$ cat src/rtl/ws_conv_pkg.sv
package ws_conv_pkg;
  localparam int DEF_TAPS = 5;
  localparam int DEF_DW   = 8;
  localparam int DEF_AW   = 24;
endpackage

$ cat src/rtl/ws_weight_bank.sv
module ws_weight_bank #(
  parameter int K  = ws_conv_pkg::DEF_TAPS,
  parameter int DW = ws_conv_pkg::DEF_DW
) (
  input  logic            clk,
  input  logic            rst_n,
  input  logic            load,
  input  logic [DW-1:0]   w_in,
  output logic [K*DW-1:0] taps
);
  logic [K*DW-1:0] taps_q;
  logic [K*DW-1:0] taps_nxt;

  for (genvar i = 0; i < K; i++) begin : g_tap
    if (i == 0) begin : g_head
      always_comb taps_nxt[DW-1:0] = load ? w_in : taps_q[DW-1:0];
    end else begin : g_body
      always_comb
        taps_nxt[i*DW +: DW] = load ? taps_q[(i-1)*DW +: DW] : taps_q[i*DW +: DW];
    end
  end

  always_ff @(posedge clk or negedge rst_n) begin
    if (!rst_n) taps_q <= '0;
    else        taps_q <= taps_nxt;
  end

  assign taps = taps_q;
endmodule

$ cat src/rtl/ws_mac_pe.sv
module ws_mac_pe #(
  parameter int DW = ws_conv_pkg::DEF_DW,
  parameter int AW = ws_conv_pkg::DEF_AW
) (
  input  logic                 clk,
  input  logic                 rst_n,
  input  logic                 en,
  input  logic signed [DW-1:0] weight,
  input  logic signed [DW-1:0] act,
  input  logic signed [AW-1:0] acc_in,
  output logic signed [AW-1:0] acc_out
);
  localparam int PW = 2 * DW;

  logic signed [PW-1:0] prod;
  logic signed [AW-1:0] prod_ext;
  logic signed [AW-1:0] acc_q;
  logic signed [AW-1:0] acc_nxt;

  always_comb begin
    prod     = weight * act;
    prod_ext = {{(AW-PW){prod[PW-1]}}, prod};
    acc_nxt  = en ? (acc_in + prod_ext) : acc_q;
  end

  always_ff @(posedge clk or negedge rst_n) begin
    if (!rst_n) acc_q <= '0;
    else        acc_q <= acc_nxt;
  end

  assign acc_out = acc_q;
endmodule

$ cat src/rtl/ws_row_seq.sv
module ws_row_seq #(
  parameter int K = ws_conv_pkg::DEF_TAPS
) (
  input  logic clk,
  input  logic rst_n,
  input  logic adv,
  input  logic first,
  output logic res_valid
);
  localparam int CW = (K > 1) ? $clog2(K) : 1;
  localparam logic [CW-1:0] LAST = CW'(K - 1);

  logic [CW-1:0] idx_q;
  logic [CW-1:0] idx_cur;
  logic [CW-1:0] idx_nxt;
  logic          vld_q;
  logic          vld_nxt;
  logic          hit;

  always_comb begin
    idx_cur = first ? '0 : idx_q;
    hit     = (idx_cur == LAST);
    idx_nxt = idx_q;
    if (adv) idx_nxt = hit ? LAST : (idx_cur + CW'(1));
    vld_nxt = adv & hit;
  end

  always_ff @(posedge clk or negedge rst_n) begin
    if (!rst_n) begin
      idx_q <= '0;
      vld_q <= 1'b0;
    end else begin
      idx_q <= idx_nxt;
      vld_q <= vld_nxt;
    end
  end

  assign res_valid = vld_q;
endmodule

$ cat src/rtl/ws_conv_row.sv
module ws_conv_row #(
  parameter int K  = ws_conv_pkg::DEF_TAPS,
  parameter int DW = ws_conv_pkg::DEF_DW,
  parameter int AW = ws_conv_pkg::DEF_AW
) (
  input  logic          clk,
  input  logic          rst_n,
  input  logic          w_load,
  input  logic [DW-1:0] w_in,
  input  logic          act_valid,
  input  logic          act_first,
  input  logic [DW-1:0] act_data,
  input  logic          psum_en,
  input  logic [AW-1:0] psum_in,
  output logic          out_valid,
  output logic [AW-1:0] out_sum
);
  logic                 adv;
  logic [K*DW-1:0]      taps;
  logic signed [AW-1:0] chain [K+1];

  assign adv      = act_valid & ~w_load;
  assign chain[0] = psum_en ? $signed(psum_in) : '0;

  ws_weight_bank #(.K(K), .DW(DW)) u_bank (
    .clk  (clk),
    .rst_n(rst_n),
    .load (w_load),
    .w_in (w_in),
    .taps (taps)
  );

  for (genvar i = 0; i < K; i++) begin : g_pe
    ws_mac_pe #(.DW(DW), .AW(AW)) u_pe (
      .clk    (clk),
      .rst_n  (rst_n),
      .en     (adv),
      .weight ($signed(taps[i*DW +: DW])),
      .act    ($signed(act_data)),
      .acc_in (chain[i]),
      .acc_out(chain[i+1])
    );
  end

  ws_row_seq #(.K(K)) u_seq (
    .clk      (clk),
    .rst_n    (rst_n),
    .adv      (adv),
    .first    (act_first),
    .res_valid(out_valid)
  );

  assign out_sum = chain[K];
endmodule

$ cat config.mk
export PLATFORM = sky130hd
export DESIGN_NAME = ws_conv_row
export DESIGN_NICKNAME = d
export VERILOG_FILES = /design/src/rtl/ws_conv_pkg.sv /design/src/rtl/ws_weight_bank.sv /design/src/rtl/ws_mac_pe.sv /design/src/rtl/ws_row_seq.sv /design/src/rtl/ws_conv_row.sv
export SDC_FILE = /design/constraint.sdc
export NUM_CORES = 2
export LEC_CHECK = 0
export ABC_CLOCK_PERIOD_IN_PS = 10600
export BUFFER_PORTS_ARGS = -buffer_cell sky130_fd_sc_hd__buf_4
export CAP_MARGIN = 5
export CORE_MARGIN = 2
export CORE_UTILIZATION = 61
export DETAILED_ROUTE_END_ITERATION = 12
export PLACE_DENSITY = 0.75
export SYNTH_ARGS = -nofsm -noshare
export SYNTH_HDL_FRONTEND = slang
export SYNTH_SLANG_ARGS = --single-unit
$ cat constraint.sdc
create_clock -name clk -period 10.6 [get_ports clk]
set_input_delay 3.18 -clock clk [delete_from_list [all_inputs] [get_ports clk]]
set_output_delay 3.18 -clock clk [all_outputs]
set_load 0.05 [all_outputs]
Yosys cells after proc, flatten, opt, wreduce, memory -nomap -nowiden
Cells that the tools add are included.

word-level totals
  register bits = 164
  input bits = 46
  output and inout port bits = 25
  word-level logic and storage cells = 26

cells by class
  $add $sub $neg = 6
  $mul = 5
  equal/unequal tests = 1
  multiplexer cells = 3
  bitwise logic cells = 3

operators by type and width
  cell                   number
  $add A24 B16 Y24       5
  $mul A8 B8 Y16         5
  $mux W24               1
  $mux W3                2
  $add A3 B1 Y3 const B  1
  $eq A3 B3 Y1 const B   1
  $and A1 B1 Y1          2
  $not A1 Y1             1

Depth between registers and ports, before layout
  depth in word-level cells = 3
  mapped depth = 20
  gate-level depth less buffers = 19

Hierarchy
From an unflattened synthesis, not the netlist that was laid out.

second synthesis, totals
  cells, all modules = 2,548
  area total of the unflattened synthesis = 27,251.1 um2

modules (own cells, without submodules)
  module                        times used  cells each  area each (um2)  sequential area each (um2)
  ws_mac_pe (g_pe[1].u_pe ...)  2           491         5,126.2          600.6
  ws_mac_pe (g_pe[0].u_pe)      1           482         5,042.3          600.6
  ws_mac_pe (g_pe[3].u_pe)      1           483         5,023.6          600.6
  ws_mac_pe (g_pe[4].u_pe)      1           471         5,016.1          600.6
  ws_weight_bank                1           84          1,496.4          1,001.0
  ws_row_seq                    1           19          219.0            100.1
  ws_conv_row                   1           27          201.4            0.0

Worst setup path before layout
Ideal clock, no wire load.

  path kind = input-to-reg
  start point = input act_data[0]
  end point = register g_pe[2].u_pe.acc_q[22]
  library setup time = 0.069 ns
  arrival time = 8.351 ns
  required time = 10.531 ns
  slack = 2.180 ns
  stages on the path = 17
  path buffers = 1
  cell sequence = clkbuf_1 > and2_1 > inv_1 > fa_1 > inv_1 > fa_1 > fa_1 > fa_1 > fa_1 > ha_1 > o21ai_0 > nor2_2 > a221oi_2 > o311a_1 > o2bb2ai_1 > or4_1 > nand3_1

on the way
  longest elaborated chain between the ends = 2

RTL lines
  element               line               RTL
  start, declared       ws_conv_row.sv:12  input logic [DW-1:0] act_data,
  $mul A8 B8 Y16        ws_mac_pe.sv:21    prod = weight * act;
  $add A24 B16 Y24      ws_mac_pe.sv:23    acc_nxt = en ? (acc_in + prod_ext) : acc_q;
  end signal, assigned  ws_mac_pe.sv:28    else acc_q <= acc_nxt;
  end, declared         ws_mac_pe.sv:17    logic signed [AW-1:0] acc_q;

Every way passes these cells.
A chain may end at the register's enable or synchronous reset.

Worst setup path in the final report
  start point = input act_data[7]
  end point = register g_pe[3].u_pe.acc_q[22]

on the way
  longest elaborated chain between the ends = 2

RTL lines
  element               line
  $mul A8 B8 Y16        ws_mac_pe.sv:21
  $add A24 B16 Y24      ws_mac_pe.sv:23
  end signal, assigned  ws_mac_pe.sv:28
  end, declared         ws_mac_pe.sv:17

Every way passes these cells.

==> impl_metrics.toml <==
[drt]
vias = 17988
routed_wl_mm = 57.4
firstDrtPassIters = 5
drt_iter0_markers = 1031
ant_nets = 0
vias_per_cell = 5.58
drc = 0
post_drt_wl_per_cell_microns = 17.8

[run_status]
status = "finished, final reports clean"

[setup_path]
worstReg2RegStart = "u_bank.taps[23]$_DFFE_PN0P_"
cpMostUsedCell = "fa_1"
cp_slowest_stage_delay_ns = 0.82
critPathKind = "in -> reg"
crit_chain = "buf_4 -> clkinv_1 -> buf_4 -> fa_1 -> inv_1 -> fa_1 -> fa_1 -> fa_1 -> fa_1 -> ha_1 -> a211oi_2 -> nor4b_1 -> o31a_1 -> a221oi_2 -> o21ai_1 -> and3_1 -> o31a_1"
startpoint = "act_data[7]"
required_ns = 10.98
cp.arrival_ns = 9.19
cp-end-kind = "register"
crit_buf_inv = 4
slowest_stage = "clkinv_1"
crit_family = "adder cells"
crit_path_max_fanout = 25
startpoint_type = "input port"

[global_routing]
antenna_found_initial = 0
grt_max_degree = 92
grt_use_total_pct = 28.1
grt_pass1_wl_mm = 99.8
first_global_vias = 20335
overflow = 0

[clock_network]
cts-resized-gates = 0
cts_root_buf = "clkbuf_16"
cts_sinks = 164
h-tree-depth = 4
cts_tree = "done"
clock_latency_ns = 0.50
cts_buffers = 17
hold_buffers = 0
post_cts_buffers = 0
cts.clk_slew.worst_paths_ns = 0.08
clock_path_buffers = 2

[synthesis]
yosys.area.top_type = "fa_1"
yosysMostFrequentCell = "fa_1"
syn_area_per_cell_sq_um = 10.1
synthTopCellsByCount = "fa_1 (520), inv_1 (434), nand2_1 (298), ha_1 (272), and2_1 (190)"
yosysWarningCount = 0
syn_inst = 2650
synthesis.nets = 3488
synth_cell_types = 58
synth-edff-count = 0
synth_top_area_share_pct = 38.8
ys_dominant_reg_cell = "dfrtp_1"
synthArstFlopShare_pct = 100
synth-seq-cells = 164
synth_area_leaders = "fa_1 (39%), dfrtp_1 (15%), ha_1 (13%)"
yosysSeqAreaShare_pct = 15.3
syn_area_sq_mm = 0.0268

[sta]
rsz0062_at_grt = "no"
setup_viol = 0
fmax_mhz = 113
fin_crit_sh_pct = 83.2
tightest_slew_ns = 1.05
min_period_ns = 8.82
maxSlewViolCount = 0
clock_skew_ns = 0.0138
slew_headroom_pct = 29.2
hold_viol = 0
fin_setup_tns_ns = 0

[hold_path]
hp-class = "reg -> reg"
min_from = "g_pe[4].u_pe.acc_out[2]$_DFFE_PN0P_"

[finish]
layoutNonFillerInstCount = 3224
diodes = 0
syn_to_final_growth_pct = 5.16
drive_gt1_share_pct = 6.18
fin_nets = 3464

[die]
fp.dieArea_sq_mm = 0.0456
die_y_microns = 214
die_w_microns = 214
initial_core_util_pct = 62.0
ioPinCount = 71
core_sq_mm = 0.0433
rows = 76

[placement]
port_buffers = 70
hpwl_mm = 45.9
globalplace.congestion = 0.890
placedCellCount = 3192

[job]
maxCapViolations = 0
==> metal layers <==
metal | GRT usage [%] | up-vias | part of all wire, %
met5 | 0 | - | 0
met4 | 9.91 | 0 | 2.9
met3 | 4.20 | 103 | 3.9
met2 | 49.9 | 363 | 52
met1 | 35.2 | 9278 | 41
li1 | - | 8244 | -
==> registers in the layout, indices dropped and copies added, names as in the netlist <==
| signal | cells |
|---|---|
| g_pe.u_pe.acc_out | 120 |
| u_bank.taps | 40 |
| u_seq.idx_q | 3 |
| u_seq.res_valid | 1 |
==> final timing paths <==
kind                                                   endpoint  slack (ns)  depth (start not counted)
min in group asynchronous  g_pe[4].u_pe.acc_out[10]$_DFFE_PN0P_        2.77                          1
hold / removal              g_pe[4].u_pe.acc_out[2]$_DFFE_PN0P_        0.48                          2
max in group asynchronous  g_pe[2].u_pe.acc_out[15]$_DFFE_PN0P_        6.28                          2
setup reg to reg           g_pe[2].u_pe.acc_out[23]$_DFFE_PN0P_        4.69                         13
hold reg to reg             g_pe[4].u_pe.acc_out[2]$_DFFE_PN0P_        0.48                          2
setup / recovery           g_pe[3].u_pe.acc_out[22]$_DFFE_PN0P_        1.78                         17
==> through the flow <==
stage | cell area, sq um | setup slack, ns | utilization, % | hold slack, ns
floorplan | 26800 | 2.18 | - | 0.447
global placement | 27600 | 1.48 | 63.8 | 0.463
detailed placement | 27600 | 1.34 | 63.8 | 0.470
CTS | 28200 | 1.85 | 65.2 | 0.488
global route | 28200 | 1.56 | 65.2 | 0.514
finish | 28200 | 1.78 | 65.2 | 0.483
==> worst register-to-register path: cells and delay by family, from the launching register on <==
family          cells  cell delay (ns)
compound gates      3             0.84
xor+xnor            1             0.33
fa+ha+maj           6             2.75
flops               1             0.58
simple gates        3             1.31
==> cell families (layout without fill, tap and decap cells) <==
kind of cell	count (synthesis)	count (layout)	share of synthesized area, %
adder cells (fa/ha/maj)	792	792	51.5
AND/OR/NAND/NOR	635	635	11.5
buffers and inverters	558	547	8.15
AO/OA/AOI/OAI	344	344	8.02
flip-flops	164	164	15.3
XOR/XNOR	116	116	3.79
multiplexers	41	41	1.72
==> layout make-up <==
type | instances | area [sq um]
multi-input combinational | 1928 | 20500
fill | 3484 | 15100
sequential | 164 | 4100
inverter | 435 | 1630
tap | 585 | 732
timing repair buffer | 80 | 604
clock buffer | 17 | 425
clock inverter | 15 | 160
==> layout by cell type (no fill, tap or decap), types with 5 or more instances in the layout <==
| cell | Yosys | final |
|---|---|---|
| nor3_1 | 13 | 13 |
| o211ai_1 | 8 | 8 |
| a21oi_1 | 46 | 46 |
| o21bai_1 | 17 | 17 |
| nand3_1 | 7 | 7 |
| nand2_1 | 298 | 298 |
| o21a_1 | 22 | 22 |
| ha_1 | 272 | 272 |
| a21o_1 | 28 | 28 |
| o31ai_1 | 6 | 6 |
| and3_1 | 6 | 6 |
| xnor2_1 | 67 | 67 |
| a31oi_1 | 9 | 9 |
| or3_1 | 6 | 6 |
| nand4_1 | 5 | 5 |
| mux2_2 | 41 | 41 |
| inv_8 | 0 | 7 |
| o21ai_0 | 146 | 146 |
| xor2_1 | 49 | 49 |
| nor2_1 | 66 | 66 |
| inv_1 | 434 | 434 |
| buf_4 | 24 | 79 |
| nand2b_1 | 14 | 13 |
| dfrtp_1 | 164 | 164 |
| and2_1 | 190 | 190 |
| clkbuf_16 | 0 | 17 |
| a211oi_1 | 23 | 23 |
| fa_1 | 520 | 520 |
Power is not shown: default switching activity piles up to over one toggle a cycle in this logic, so the estimate is an artifact.
